**config.mk**
```make
export PLATFORM = sky130hd
export DESIGN_NAME = adc_seq_ctrl
export DESIGN_NICKNAME = d
export VERILOG_FILES = /design/src/rtl/adc_seq_pkg.sv /design/src/rtl/adc_power_gate.sv /design/src/rtl/adc_cfg_regs.sv /design/src/rtl/adc_seq_fsm.sv /design/src/rtl/adc_done_flags.sv /design/src/rtl/adc_seq_ctrl.sv
export SDC_FILE = /design/constraint.sdc
export NUM_CORES = 1
export LEC_CHECK = 0
export BUFFER_PORTS_ARGS = -buffer_cell sky130_fd_sc_hd__buf_2
export CORE_AREA = 2 2 39 41
export DETAILED_ROUTE_END_ITERATION = 8
export DIE_AREA = 0 0 41 43
export REMOVE_ABC_BUFFERS = 1
export SKIP_CTS_REPAIR_TIMING = 1
export SYNTH_ARGS = -nofsm -noshare
export SYNTH_HDL_FRONTEND = slang
export SYNTH_SLANG_ARGS = --single-unit
```
**constraint.sdc**
```tcl
create_clock -name clk -period 1.8 [get_ports clk]
set_input_delay 0.09 -clock clk [delete_from_list [all_inputs] [get_ports clk]]
set_output_delay 0.09 -clock clk [all_outputs]
set_load 0.01 [all_outputs]
```
**src/rtl/adc_seq_pkg.sv**
```systemverilog
package adc_seq_pkg;

    typedef enum logic [1:0] {
        ST_IDLE    = 2'd0,
        ST_LAUNCH  = 2'd1,
        ST_CONVERT = 2'd2
    } seq_state_t;

    typedef struct packed {
        logic run;
        logic single;
        logic temp;
        logic mask;
    } seq_cfg_t;

endpackage

```
**src/rtl/adc_power_gate.sv**
```systemverilog
module adc_power_gate (
    input  logic vbus_ok,
    input  logic vbat_ok,
    input  logic vbat_regn_ok,
    input  logic temp_sel,
    output logic run_ok
);
    logic batt_path_ok;

    // On battery alone the temperature channel needs the regulator level
    always_comb begin
        batt_path_ok = temp_sel ? vbat_regn_ok : vbat_ok;
        run_ok       = vbus_ok | batt_path_ok;
    end

    always_comb begin
        if (!vbus_ok && !vbat_regn_ok && temp_sel) begin
            p_temp_needs_regn_r3: assert (!run_ok);
        end
    end
endmodule

```
**src/rtl/adc_cfg_regs.sv**
```systemverilog
module adc_cfg_regs
    import adc_seq_pkg::*;
(
    input  logic     clk,
    input  logic     rst_n,
    input  logic     cfg_we,
    input  seq_cfg_t cfg_in,
    input  logic     run_ok,
    input  logic     single_done,
    output seq_cfg_t cfg_q
);
    seq_cfg_t cfg_d;

    always_comb begin
        cfg_d = cfg_q;
        if (cfg_we) begin
            cfg_d     = cfg_in;
            cfg_d.run = cfg_in.run & run_ok;
        end else if (!run_ok || single_done) begin
            cfg_d.run = 1'b0;
        end
    end

    always_ff @(posedge clk or negedge rst_n) begin
        if (!rst_n) cfg_q <= '0;
        else        cfg_q <= cfg_d;
    end

    p_invalid_clears_r2: assert property (@(posedge clk) disable iff (!rst_n)
        !run_ok |=> !cfg_q.run);
    p_single_clears_run_r6: assert property (@(posedge clk) disable iff (!rst_n)
        (single_done && !cfg_we) |=> !cfg_q.run);
endmodule

```
**src/rtl/adc_seq_fsm.sv**
```systemverilog
module adc_seq_fsm
    import adc_seq_pkg::*;
(
    input  logic clk,
    input  logic rst_n,
    input  logic run_en,
    input  logic run_ok,
    input  logic single,
    input  logic conv_done,
    output logic conv_start,
    output logic launch,
    output logic single_done
);
    seq_state_t state_q, state_d;
    logic go;

    always_ff @(posedge clk or negedge rst_n) begin
        if (!rst_n) state_q <= ST_IDLE;
        else        state_q <= state_d;
    end

    always_comb begin
        go          = run_en & run_ok;
        state_d     = state_q;
        conv_start  = 1'b0;
        launch      = 1'b0;
        single_done = 1'b0;
        unique case (state_q)
            ST_IDLE: begin
                if (go) state_d = ST_LAUNCH;
            end
            ST_LAUNCH: begin
                if (go) begin
                    conv_start = 1'b1;
                    launch     = 1'b1;
                    state_d    = ST_CONVERT;
                end else begin
                    state_d = ST_IDLE;
                end
            end
            ST_CONVERT: begin
                if (!go) begin
                    state_d = ST_IDLE;
                end else if (conv_done) begin
                    if (single) begin
                        single_done = 1'b1;
                        state_d     = ST_IDLE;
                    end else begin
                        state_d = ST_LAUNCH;
                    end
                end
            end
            default: state_d = ST_IDLE;
        endcase
    end

    p_start_one_cycle_r5: assert property (@(posedge clk) disable iff (!rst_n)
        conv_start |=> !conv_start);
    p_start_after_run_r4: assert property (@(posedge clk) disable iff (!rst_n)
        conv_start |-> $past(run_en));
endmodule

```
**src/rtl/adc_done_flags.sv**
```systemverilog
module adc_done_flags (
    input  logic clk,
    input  logic rst_n,
    input  logic single_done,
    input  logic launch,
    input  logic flag_rd,
    input  logic mask,
    output logic done_stat,
    output logic done_flag,
    output logic irq
);
    always_ff @(posedge clk or negedge rst_n) begin
        if (!rst_n) begin
            done_stat <= 1'b0;
            done_flag <= 1'b0;
            irq       <= 1'b0;
        end else begin
            if (single_done)  done_stat <= 1'b1;
            else if (launch)  done_stat <= 1'b0;
            if (single_done)  done_flag <= 1'b1;
            else if (flag_rd) done_flag <= 1'b0;
            irq <= single_done & ~done_flag & ~mask;
        end
    end

    p_irq_on_rise_r10: assert property (@(posedge clk) disable iff (!rst_n)
        irq |-> $rose(done_flag));
    p_flag_needs_done_r8: assert property (@(posedge clk) disable iff (!rst_n)
        $rose(done_flag) |-> $past(single_done));
endmodule

```
**src/rtl/adc_seq_ctrl.sv**
```systemverilog
module adc_seq_ctrl
    import adc_seq_pkg::*;
(
    input  logic clk,
    input  logic rst_n,
    input  logic cfg_we,
    input  logic cfg_run,
    input  logic cfg_single,
    input  logic cfg_temp,
    input  logic cfg_mask,
    input  logic flag_rd,
    input  logic vbus_ok,
    input  logic vbat_ok,
    input  logic vbat_regn_ok,
    input  logic conv_done,
    output logic conv_start,
    output logic run_en,
    output logic mode_single,
    output logic temp_sel,
    output logic irq_mask,
    output logic done_stat,
    output logic done_flag,
    output logic irq
);
    seq_cfg_t cfg_in, cfg_q;
    logic     temp_eff, run_ok, launch, single_done;

    always_comb begin
        cfg_in   = '{run: cfg_run, single: cfg_single, temp: cfg_temp, mask: cfg_mask};
        temp_eff = cfg_we ? cfg_temp : cfg_q.temp;
    end

    adc_power_gate u_gate (
        .vbus_ok      (vbus_ok),
        .vbat_ok      (vbat_ok),
        .vbat_regn_ok (vbat_regn_ok),
        .temp_sel     (temp_eff),
        .run_ok       (run_ok)
    );

    adc_cfg_regs u_regs (
        .clk         (clk),
        .rst_n       (rst_n),
        .cfg_we      (cfg_we),
        .cfg_in      (cfg_in),
        .run_ok      (run_ok),
        .single_done (single_done),
        .cfg_q       (cfg_q)
    );

    adc_seq_fsm u_fsm (
        .clk         (clk),
        .rst_n       (rst_n),
        .run_en      (cfg_q.run),
        .run_ok      (run_ok),
        .single      (cfg_q.single),
        .conv_done   (conv_done),
        .conv_start  (conv_start),
        .launch      (launch),
        .single_done (single_done)
    );

    adc_done_flags u_flags (
        .clk         (clk),
        .rst_n       (rst_n),
        .single_done (single_done),
        .launch      (launch),
        .flag_rd     (flag_rd),
        .mask        (cfg_q.mask),
        .done_stat   (done_stat),
        .done_flag   (done_flag),
        .irq         (irq)
    );

    assign run_en      = cfg_q.run;
    assign mode_single = cfg_q.single;
    assign temp_sel    = cfg_q.temp;
    assign irq_mask    = cfg_q.mask;

    p_flag_with_clear_r6: assert property (@(posedge clk) disable iff (!rst_n)
        (single_done && !cfg_we) |=> (done_flag && !run_en));
    p_repeat_quiet_r7: assert property (@(posedge clk) disable iff (!rst_n)
        $rose(done_stat) |-> $past(mode_single));
endmodule

```
==> reports/summary.txt, run 1 <==
Path class of the lowest-slack min-delay path -> primary input to flop
Routed wire length -> 820 um
Vias -> 335
CORE AREA -> 1380 sq um
Antenna diodes -> 0
Final worst clock skew -> 0.00468 ns
Final Max Slew Viols -> 0
Launching instance or port of the critical path -> u_regs.cfg_q[1]$_DFFE_PN0P_
Run status -> complete, no violations
Wire length of the first global-routing pass -> 1.27 mm
Per-instance average area after synthesis -> 11.2 sq um
PortBufs -> 19
Area share of and/or/nand/nor cells after synthesis -> 19.9%
Synthesis-stage register bit count -> 9
Setup violations, final -> 0
Main combinational cell family by area after synthesis -> simple AND/OR/NAND/NOR gates
Maximum buffer depth of the clock tree -> 2
Reg clk slew, reported paths -> 0.06 ns
Synthesis-to-finish area growth -> 37.6%
Post-layout power -> 0.455 mW
Start point of the worst hold path -> flag_rd
Worst R2R Setup Slack -> 0.47 ns
Clk Latency, worst-skew pair -> 0.26 ns
Pin count of the biggest net entering global routing -> 10
Min Tclk post-route -> 1.57 ns
Slowest CP cell -> dfrtp_1
Number of standard cells in the layout, taps in and fillers out -> 76
Share of cells above drive strength 1 -> 43.3%
Worst Tran Pin Value -> 0.340 ns
Number of inserted filler cells in the final layout -> 144
Horiz. Die Dim -> 41 um
Total leakage power -> 0.296 nW
Hpwl dp -> 674 um
Post-route clock period utilization -> 87.4%
DR pass1 iterations -> 4
CTS tree -> yes
Critical register-to-register path startpoint -> u_regs.cfg_q[1]$_DFFE_PN0P_
Routed wirelength normalized by instance count -> 10.8 um
Height of the die -> 43 um
Total routing resource utilization after global routing -> 11.4%
Total buffers and inverters traversed by the critical path -> 1
Number of DRC markers after the initial detailed-route iteration -> 3
Setup repair after global routing missed its margin -> false
Antenna violation net count after detailed routing -> 0
Number of placed I/O pins -> 20
Crit-path max cell delay -> 0.37 ns
Multi-input gate area -> 170 sq um
Global route total overflow -> 0
Mux cell area share after synthesis -> 14.3%
Syn Inst Count -> 36
Routability congestion estimate from global placement -> 0.703
Number of buffers inserted during clock tree synthesis -> 3
Via count of the first global-routing pass -> 309
Number of rows in the core area -> 14
MaxCap Viol Count -> 0
Yosys synthesis warning count -> 0
Data arrival time at the worst-slack endpoint -> 1.48 ns
Die ar. -> 1760 sq um
Number of levels in the clock H-tree -> 1
Top fanout value on the critical path -> 3
Count of cell types in the netlist -> 18
Area share of xor/xnor cells in the synthesized design -> 0%
Fmax achieved -> 0.635 GHz
Setup crit end kind -> output pin
Compound-Gate Fraction of Synth Area -> 8.07%
Crit-path cells -> mux2i_1, mux2_4, nor2_1, buf_2
Placed Cells -> 71
Number of endpoints with negative hold slack in the final report -> 0
Total power density per cell area -> 821 nW/um^2
Initial Util -> 29.1%
Detailed-route vias per instance -> 4.41
Net count reported at finish -> 73
Sequential standard cell area -> 225 sq um
Gate family responsible for the most delay along the worst path -> multiplexers
Total clock sinks -> 9
Worst Setup Start Kind -> flop
TNS Setup -> 0 ns
CTS Root Buffer Type -> clkbuf_4
DR DRC count -> 0
Worst voltage drop across the vdd grid -> 454 uV
Synth Cell Area -> 403 sq um
Critical path class -> flop to output pin
Post-synthesis adder-cell area fraction -> 0%
Crit path required time -> 1.71 ns
Worst slew slack as a fraction of its limit -> 76.7%
Sequential cell area fraction in the yosys report -> 55.9%
Antenna violations before repair -> 0
-- kinds of logic (layout without fill, tap and decap cells) --
logic type,after synthesis,count (layout)
buffers and inverters,2,26
multiplexers,5,5
AND/OR/NAND/NOR,15,15
AO/OA/AOI/OAI,5,5
flip-flops,9,9
-- metrics by stage --
stage | util (%) | setup slack (ns) | hold WS, ns | cell area, sq um
2_1_floorplan | - | 0.503 | -0.206 | 403
3_3_place_gp | 37.4 | 0.499 | -0.0491 | 518
3_5_place_dp | 37.4 | 0.462 | -0.0465 | 518
4_1_cts | 39.3 | 0.215 | -0.327 | 544
5_1_grt | 40.1 | 0.136 | 0.0303 | 554
6_report | 40.1 | 0.226 | 0.0303 | 554
-- path summary, 6_finish.rpt --
kind,to,depth (start not counted)
max,conv_start,4
min,u_flags.done_flag$_DFFE_PN0P_,2
max reg2reg,u_fsm.state_q[0]$_DFFE_PN0P_,4
min reg2reg,u_flags.irq$_DFF_PN0_,1
max in group asynchronous,u_regs.cfg_q[0]$_DFFE_PN0P_,2
min in group asynchronous,u_regs.cfg_q[3]$_DFFE_PN0P_,2
-- sequential cells by signal (all words and copies together), names as in the netlist --
signal	flops
u_flags.done_stat	1
u_flags.done_flag	1
u_regs.cfg_q	4
u_flags.irq	1
u_fsm.state_q	2
-- worst reg2reg max path: cells and delay by family (launching register included) --
| kind | cells | cell delay, ns |
|---|---|---|
| multiplexers | 2 | 0.57 |
| AO/OA/AOI/OAI | 1 | 0.20 |
| AND/OR/NAND/NOR | 1 | 0.12 |
| flip-flops | 1 | 0.37 |
-- cells in the mapped netlist --
master    n  area share (%)
mux2_4    1             3.7
nor2_1    3             2.8
nand2b_1  3             4.7
nand2_1   3             2.8
a21oi_1   2             2.5
nor3_1    1             1.2
or3b_1    1             2.2
nor2b_1   1             1.6
o21ai_0   1             1.2
o21ai_1   1             1.2
mux2_2    2             5.6
inv_1     2             1.9
and3_1    1             1.6
dfrtp_1   9              56
mux2i_1   2             5.0
nand3_1   1             1.2
a211oi_2  1             3.1
nand3b_1  1             1.9
-- layout by cell type (no fill, tap or decap) --
| cell | instances |
|---|---|
| buf_2 | 19 |
| dfrtp_1 | 9 |
| nor2_1 | 3 |
| nand2_1 | 3 |
| nand2b_1 | 3 |
| clkbuf_4 | 3 |
| mux2i_1 | 2 |
| a21oi_1 | 2 |
| inv_1 | 2 |
| mux2_2 | 2 |
| mux2_4 | 1 |
| nand3b_1 | 1 |
| nor2b_1 | 1 |
| and3_1 | 1 |
| nand3_1 | 1 |
| nor3_1 | 1 |
| o21ai_1 | 1 |
| o21ai_0 | 1 |
| or3b_1 | 1 |
| a211oi_2 | 1 |
| clkbuf_1 | 1 |
| dlygate4sd3_1 | 1 |
-- layout make-up --
type	instances	share of cell area, %
timing repair buffer	20	19.0
clock buffer	4	4.74
sequential	9	40.6
multi-input combinational	25	30.7
tap	16	3.61
inverter	2	1.35
-- metal layers --
metal  track usage [%]  vias to the layer above  part of all wire (%)
li1                  -                      171                     -
met1              15.2                      151                    47
met2              14.4                       11                    46
met3              1.57                        2                   4.9
met4              12.0                        0                   2.4
met5                 0                        -                     0
-- power by group --
part / total, mW / switching [mW] / internal, mW
clock: 0.155 / 0.0696 / 0.0854
combinational: 0.0721 / 0.0348 / 0.0374
sequential: 0.228 / 0.0115 / 0.217
(Power assumes the default switching activity.)
==> run 2: changes to the inputs <==
--- a/config.mk
+++ b/config.mk
@@ -13,4 +13,5 @@
 export SKIP_CTS_REPAIR_TIMING = 1
 export SYNTH_ARGS = -nofsm -noshare
 export SYNTH_HDL_FRONTEND = slang
+export SYNTH_HIERARCHICAL = 1
 export SYNTH_SLANG_ARGS = --single-unit
==> reports/summary.txt, run 2 <==
Run status -> complete, no violations (unchanged)
Post-route clock period utilization -> 94.1% (was 87.4%)
Setup crit end kind -> flop (was output pin)
Path class of the lowest-slack min-delay path -> primary input to flop (unchanged)
Fraction of power consumed by combinational cells -> 15.5% (was 15.8%)
Routed wire length -> 775 um (was 820 um)
Critical register-to-register path startpoint -> u_regs/cfg_q[1]$_DFFE_PN0P_ (was u_regs.cfg_q[1]$_DFFE_PN0P_)
Count of cell types in the netlist -> 20 (was 18)
Number of synthesized flops with an enable pin -> 0 (unchanged)
Top cell types by occurrence after synthesis -> dfrtp_1 (9), mux2_2 (3), inv_1 (2), nand2b_1 (2) (was dfrtp_1 (9), nand2_1 (3), nand2b_1 (3), nor2_1 (3))
Synth Cell Area -> 403 sq um (unchanged)
Maximum buffer depth of the clock tree -> 2 (unchanged)
Syn Inst Count -> 32 (was 36)
Final worst clock skew -> 0.00301 ns (was 0.00468 ns)
Via count of the first global-routing pass -> 307 (was 309)
Global route total overflow -> 0 (unchanged)
Synthesis-stage register bit count -> 9 (unchanged)
Proportion of register bits with asynchronous set or reset after synthesis -> 100% (unchanged)
Per-instance average area after synthesis -> 12.6 sq um (was 11.2 sq um)
Worst slew slack as a fraction of its limit -> 84.1% (was 76.7%)
Clk Latency, worst-skew pair -> 0.25 ns (was 0.26 ns)
Worst Tran Pin Value -> 0.235 ns (was 0.340 ns)
Grt met3 use -> 6.28% (was 1.57%)
Synth top area share -> 55.9% (unchanged)
DR pass1 iterations -> 4 (unchanged)
Number of placed I/O pins -> 20 (unchanged)
Share of cells above drive strength 1 -> 55.4% (was 43.3%)
Antenna diodes -> 0 (unchanged)
Setup repair after global routing missed its margin -> false (unchanged)
Final Max Slew Viols -> 0 (unchanged)
Met1 Track Usage GR -> 13.7% (was 15.2%)
Number of levels in the clock H-tree -> 1 (unchanged)
Total buffers and inverters traversed by the critical path -> 0 (was 1)
Wire length of the first global-routing pass -> 1.25 mm (was 1.27 mm)
CORE AREA -> 1380 sq um (unchanged)
Total routing resource utilization after global routing -> 10.9% (was 11.4%)
Sequential cell area fraction in the yosys report -> 55.9% (unchanged)
Routability congestion estimate from global placement -> 0.624 (was 0.703)
Synthesis-to-finish area growth -> 39.4% (was 37.6%)
MaxCap Viol Count -> 0 (unchanged)
Horiz. Die Dim -> 41 um (unchanged)
Antenna violation net count after detailed routing -> 0 (unchanged)
Number of endpoints with negative hold slack in the final report -> 0 (unchanged)
Worst Setup Start Kind -> flop (unchanged)
Reg2Reg Capture Point -> u_regs/cfg_q[3]$_DFFE_PN0P_ (was u_fsm.state_q[0]$_DFFE_PN0P_)
Vias -> 320 (was 335)
CTS Root Buffer Type -> clkbuf_4 (unchanged)
Hold-critical path endpoint -> u_regs/cfg_q[2]$_DFFE_PN0P_ (was u_flags.done_flag$_DFFE_PN0P_)
Slowest CP cell -> dfrtp_1 (unchanged)
Antenna violations before repair -> 0 (unchanged)
Worst voltage drop across the vdd grid -> 445 uV (was 454 uV)
TNS Setup -> 0 ns (unchanged)
Initial Util -> 29.1% (unchanged)
Crit path required time -> 2.00 ns (was 1.71 ns)
Leading cell type in the layout, fill and taps excluded -> buf_2 (unchanged)
Worst slack after detailed placement -> 0.121 ns (was 0.462 ns)
Net count reported at finish -> 69 (was 73)
DR DRC count -> 0 (unchanged)
Pin count of the biggest net entering global routing -> 10 (unchanged)
Data arrival time at the worst-slack endpoint -> 1.89 ns (was 1.48 ns)
Routed wirelength normalized by instance count -> 10.8 um (about the same)
Setup violations, final -> 0 (unchanged)
Total leakage power -> 0.296 nW (about the same)
Switching fraction of total power -> 24.3% (was 25.4%)
Cell depth of the worst hold path -> 2 (unchanged)
Gate family responsible for the most delay along the worst path -> simple AND/OR/NAND/NOR gates (was multiplexers)
Largest regs -> u_regs/cfg_q: 4 flops, u_fsm/state_q: 2 flops (was u_regs.cfg_q: 4 flops, u_fsm.state_q: 2 flops)
CTS tree -> yes (unchanged)
Path length in cells of the critical path -> 6 (was 4)
Most used cells in the layout excluding fill and tap cells -> buf_2 (19), dfrtp_1 (9), clkbuf_4 (3), mux2_2 (3) (was buf_2 (19), dfrtp_1 (9))
Area of all placed cells without fillers -> 562 sq um (was 554 sq um)
Fraction of met2 tracks used by global routing -> 15.0% (was 14.4%)
Total power density per cell area -> 797 nW/um^2 (was 821 nW/um^2)
Reg clk slew, reported paths -> 0.06 ns (about the same)
Placed Area -> 518 sq um (unchanged)
Yosys synthesis warning count -> 6 (was 0)
Largest register by flop count -> u_regs/cfg_q (was u_regs.cfg_q)
Most heavily used metal layer in global routing -> met2 (was met1)
Final core utilization -> 40.6% (was 40.1%)
PortBufs -> 19 (unchanged)
Leading cell type by number of instances after synthesis -> dfrtp_1 (unchanged)
Top_reg_cell synth -> dfrtp_1 (unchanged)
Height of the die -> 43 um (unchanged)
Min Tclk post-route -> 1.69 ns (was 1.57 ns)
Main area contributors after synthesis -> dfrtp_1 (56%), mux2_2 (8.4%), mux2_4 (3.7%) (was dfrtp_1 (56%), mux2_2 (5.6%), mux2i_1 (5.0%))
Flip-flop count of the largest register, all copies and words added -> 4 (unchanged)
Start point of the worst hold path -> cfg_single (was flag_rd)
Sequential share of power -> 50.6% (was 50.1%)
Worst reg-to-reg path cell count -> 6 (was 4)
Biggest area consumer among synthesized cells -> dfrtp_1 (unchanged)
Setup slack of the critical path after layout -> 0.106 ns (was 0.226 ns)
Number of rows in the core area -> 14 (unchanged)
Sw Pwr -> 0.109 mW (was 0.116 mW)
Worst R2R Setup Slack -> 0.11 ns (was 0.47 ns)
Clock network fraction of design power -> 33.8% (was 34.0%)
Number of buffers inserted during clock tree synthesis -> 3 (unchanged)
Number of DRC markers after the initial detailed-route iteration -> 4 (was 3)
Crit-path cells -> mux2_4, a211o_1, nand2_1, nor3_2, nor4bb_1, a31o_1 (was mux2i_1, mux2_4, nor2_1, buf_2)
Crit-path max cell delay -> 0.39 ns (was 0.37 ns)
Detailed-route vias per instance -> 4.44 (was 4.41)
Fmax achieved -> 0.590 GHz (was 0.635 GHz)
Top fanout value on the critical path -> 4 (was 3)
Post-layout power -> 0.448 mW (was 0.455 mW)
Total clock sinks -> 9 (unchanged)
Internal portion of total power -> 0.339 mW (about the same)
Critical path class -> flop to flop (was flop to output pin)
Die ar. -> 1760 sq um (unchanged)
run 2: power by group through the flow:
stage / clock network [mW] / logic [mW] / registers (mW)
5_1_grt: 0.173 / 0.0768 / 0.229
3_5_place_dp: 0 / 0.0677 / 0.231
2_1_floorplan: 0 / 0.0288 / 0.235
4_1_cts: 0.159 / 0.0682 / 0.227
6_report: 0.152 / 0.0696 / 0.227
3_3_place_gp: 0 / 0.0667 / 0.230
run 2: kinds of logic (layout without fill, tap and decap cells):
family | after synthesis | count (layout) | synth area share, %
muxes | 4 | 4 | 12.1
DFF | 9 | 9 | 55.9
AOI/OAI and AO/OA | 6 | 6 | 11.5
buffers and inverters | 3 | 27 | 3.73
and+or+nand+nor | 10 | 10 | 16.8
run 2: cell type report:
cell class | instances | area (sq um)
Tap cell | 16 | 20.0
Fill cell | 140 | 822
Sequential cell | 9 | 225
Clock buffer | 4 | 26.3
Timing Repair Buffer | 21 | 113
Multi-Input combinational cell | 20 | 170
Inverter | 2 | 7.51
run 2: per-stage QoR:
step / cells / hold WS [ns]
after floorplan: 31 / -0.206
after global placement: 67 / -0.0477
after detailed placement: 67 / -0.0459
after CTS: 71 / -0.324
after global routing: 72 / 0.0639
final: 72 / 0.0672
run 2: per-layer routing:
metal	up-vias	routed length (um)
li1	162	-
met1	147	335
met2	9	378
met3	2	53
met4	0	8
met5	-	0
run 2: how the worst max path moves through the flow:
stage	from	endpoint	slack, ns
finish	u_regs/cfg_q[1]$_DFFE_PN0P_	u_regs/cfg_q[3]$_DFFE_PN0P_	0.11
global route	u_regs/cfg_q[1]$_DFFE_PN0P_	conv_start	0.01
CTS	u_regs/cfg_q[1]$_DFFE_PN0P_	u_regs/cfg_q[3]$_DFFE_PN0P_	0.09
detailed placement	u_regs/cfg_q[1]$_DFFE_PN0P_	u_regs/cfg_q[3]$_DFFE_PN0P_	0.12
global placement	u_regs/cfg_q[1]$_DFFE_PN0P_	u_regs/cfg_q[3]$_DFFE_PN0P_	0.13
floorplan	u_regs/cfg_q[1]$_DFFE_PN0P_	u_regs/cfg_q[3]$_DFFE_PN0P_	0.12
==> run 3: changes to the inputs <==
--- a/config.mk
+++ b/config.mk
@@ -5,10 +5,12 @@
 export SDC_FILE = /design/constraint.sdc
 export NUM_CORES = 1
 export LEC_CHECK = 0
+export ABC_AREA = 1
 export BUFFER_PORTS_ARGS = -buffer_cell sky130_fd_sc_hd__buf_2
-export CORE_AREA = 2 2 39 41
+export CORE_MARGIN = 1
+export CORE_UTILIZATION = 35
 export DETAILED_ROUTE_END_ITERATION = 8
-export DIE_AREA = 0 0 41 43
+export GPL_TIMING_DRIVEN = 0
 export REMOVE_ABC_BUFFERS = 1
 export SKIP_CTS_REPAIR_TIMING = 1
 export SYNTH_ARGS = -nofsm -noshare
==> reports/summary.txt, run 3 <==
Run status -> complete, no violations (unchanged)
Min Tclk post-route -> 1.47 ns (was 1.69 ns)
Sequential cell area fraction in the yosys report -> 49.2% (was 55.9%)
Flip-flop count of the largest register, all copies and words added -> 4 (unchanged)
Proportion of register bits with asynchronous set or reset after synthesis -> 100% (unchanged)
Top cell types by occurrence after synthesis -> nand2_1 (19), inv_1 (17), dfrtp_1 (9) (was dfrtp_1 (9), mux2_2 (3), inv_1 (2), nand2b_1 (2))
TNS Setup -> 0 ns (unchanged)
Worst R2R Setup Slack -> 0.33 ns (was 0.11 ns)
Worst slew slack as a fraction of its limit -> 76.6% (was 84.1%)
Maximum buffer depth of the clock tree -> 2 (unchanged)
Global route total overflow -> 0 (unchanged)
Crit path required time -> 1.71 ns (was 2.00 ns)
Per-instance average area after synthesis -> 7.27 sq um (was 12.6 sq um)
Final Max Slew Viols -> 0 (unchanged)
CORE AREA -> 1160 sq um (was 1380 sq um)
Post-layout power -> 0.466 mW (was 0.448 mW)
Number of levels in the clock H-tree -> 1 (unchanged)
Final worst clock skew -> 0.00273 ns (was 0.00301 ns)
Path class of the lowest-slack min-delay path -> primary input to flop (unchanged)
Number of synthesized flops with an enable pin -> 0 (unchanged)
Leading cell type by number of instances after synthesis -> nand2_1 (was dfrtp_1)
Area of all placed cells without fillers -> 599 sq um (was 562 sq um)
MaxCap Viol Count -> 0 (unchanged)
Total routing resource utilization after global routing -> 15.8% (was 10.9%)
Height of the die -> 38.2 um (was 43 um)
Critical path class -> flop to output pin (was flop to flop)
Share of cells above drive strength 1 -> 31.4% (was 55.4%)
Biggest area consumer among synthesized cells -> dfrtp_1 (unchanged)
Synth Cell Area -> 458 sq um (was 403 sq um)
Cell depth of the worst hold path -> 3 (was 2)
Setup repair after global routing missed its margin -> false (unchanged)
Synthesis-to-finish area growth -> 30.9% (was 39.4%)
Wire length of the first global-routing pass -> 1.44 mm (was 1.25 mm)
Vias -> 405 (was 320)
Hpwl dp -> 668 um
Routed wire length -> 843 um (was 775 um)
Sequential standard cell area -> 225 sq um (unchanged)
Antenna diodes -> 0 (unchanged)
Initial Util -> 39.6% (was 29.1%)
Reg clk slew, reported paths -> 0.06 ns (about the same)
Antenna violation net count after detailed routing -> 0 (unchanged)
Via count of the first global-routing pass -> 355 (was 307)
Total power density per cell area -> 778 nW/um^2 (was 797 nW/um^2)
Syn Inst Count -> 63 (was 32)
Reg2Reg Capture Point -> u_regs/cfg_q[3]$_DFFE_PN0P_ (unchanged)
Critical Path End -> conv_start (was u_regs/cfg_q[3]$_DFFE_PN0P_)
Routed wirelength normalized by instance count -> 8.43 um (was 10.8 um)
Top_reg_cell synth -> dfrtp_1 (unchanged)
Critical register-to-register path startpoint -> u_regs/cfg_q[1]$_DFFE_PN0P_ (unchanged)
Net count reported at finish -> 99 (was 69)
Horiz. Die Dim -> 38.2 um (was 41 um)
Worst reg-to-reg path cell count -> 10 (was 6)
Routability congestion estimate from global placement -> 0.679 (was 0.624)
Count of cell types in the netlist -> 12 (was 20)
Clk Latency, worst-skew pair -> 0.26 ns (was 0.25 ns)
Worst-case hold slack -> 0.0422 ns (was 0.0672 ns)
Worst voltage drop across the vdd grid -> 291 uV (was 445 uV)
Worst slack after detailed placement -> 0.304 ns (was 0.121 ns)
Fmax achieved -> 0.678 GHz (was 0.590 GHz)
Most used cells in the layout excluding fill and tap cells -> nand2_1 (19), buf_2 (19), inv_1 (17) (was buf_2 (19), dfrtp_1 (9), clkbuf_4 (3), mux2_2 (3))
Largest register by flop count -> u_regs/cfg_q (unchanged)
Multi-input gate area -> 161 sq um (was 170 sq um)
Setup slack of the critical path after layout -> 0.326 ns (was 0.106 ns)
Post-route clock period utilization -> 81.9% (was 94.1%)
Setup crit end kind -> output pin (was flop)
Placed Area -> 563 sq um (was 518 sq um)
CTS Root Buffer Type -> clkbuf_4 (unchanged)
Number of buffers inserted during clock tree synthesis -> 3 (unchanged)
Number of endpoints with negative hold slack in the final report -> 0 (unchanged)
Top fanout value on the critical path -> 3 (was 4)
Number of placed I/O pins -> 20 (unchanged)
CTS tree -> yes (unchanged)
DR pass1 iterations -> 3 (was 4)
Setup violations, final -> 0 (unchanged)
Number of rows in the core area -> 12 (was 14)
Total leakage power -> 0.367 nW (was 0.296 nW)
PortBufs -> 19 (unchanged)
Number of inserted filler cells in the final layout -> 119 (was 140)
Synth top area share -> 49.2% (was 55.9%)
Synthesis-stage register bit count -> 9 (unchanged)
Die ar. -> 1460 sq um (was 1760 sq um)
Total clock sinks -> 9 (unchanged)
Detailed-route vias per instance -> 4.05 (was 4.44)
Yosys synthesis warning count -> 6 (unchanged)
Main area contributors after synthesis -> dfrtp_1 (49%), nand2_1 (16%), inv_1 (14%) (was dfrtp_1 (56%), mux2_2 (8.4%), mux2_4 (3.7%))
Data arrival time at the worst-slack endpoint -> 1.38 ns (was 1.89 ns)
Worst Tran Pin Value -> 0.349 ns (was 0.235 ns)
Launching instance or port of the critical path -> u_regs/cfg_q[1]$_DFFE_PN0P_ (unchanged)
Pin count of the biggest net entering global routing -> 11 (was 10)
Number of DRC markers after the initial detailed-route iteration -> 12 (was 4)
Antenna violations before repair -> 0 (unchanged)
DR DRC count -> 0 (unchanged)
Worst Setup Start Kind -> flop (unchanged)
Largest regs -> u_regs/cfg_q: 4 flops, u_fsm/state_q: 2 flops (unchanged)
## run 3: cell families (layout without fill, tap and decap cells)
group / count (synthesis) / after routing / share of synthesized area, %
compound gates: 4 / 4 / 4.37
buf+inv: 18 / 41 / 15.6
flops: 9 / 9 / 49.2
simple gates: 32 / 32 / 30.9
## run 3: through the flow
step                instances  util, %
finish                    100     51.8
global route              100     51.8
CTS                        99     51.0
detailed placement         95     48.7
global placement           95     48.7
floorplan                  62        -
## run 3: worst min-delay path by stage
stage | start | to | slack (ns)
after floorplan | rst_n | u_flags/done_flag$_DFFE_PN0P_ | -0.21
after global placement | rst_n | u_flags/done_stat$_DFFE_PN0P_ | -0.05
after detailed placement | rst_n | u_fsm/state_q[1]$_DFFE_PN0P_ | -0.05
after CTS | rst_n | u_fsm/state_q[1]$_DFFE_PN0P_ | -0.33
after global routing | cfg_mask | u_regs/cfg_q[0]$_DFFE_PN0P_ | 0.06
final | cfg_single | u_regs/cfg_q[2]$_DFFE_PN0P_ | 0.04
## run 3: final cells by class
| class | count | share of cell area [%] |
|---|---|---|
| sequential | 9 | 37.6 |
| multi-input combinational | 36 | 26.9 |
| timing repair buffer | 20 | 17.5 |
| inverter | 17 | 10.6 |
| clock buffer | 4 | 4.38 |
| tap | 14 | 2.92 |
## run 3: routing by layer
layer	global-route usage [%]	wire, um
met5	0	0
met4	13.4	12
met2	22.0	372
met1	19.4	421
met3	5.23	37
## run 3: critical path, cell delays in order, from the launching register on
cell and delay [ns]:
dfrtp_1 0.39, nand2_1 0.07, nand2_1 0.06, inv_1 0.06, nand2_2 0.04, nand3_2 0.07, nand2_2 0.08, inv_1 0.08
nand3_1 0.08, inv_1 0.07, buf_2 0.12
## run 3: report_power, final
group / internal [mW] / leakage, nW / switching (mW)
Combinational: 0.0348 / 0.235 / 0.0455
Clock: 0.0853 / 0.0150 / 0.0683
Sequential: 0.218 / 0.117 / 0.0143
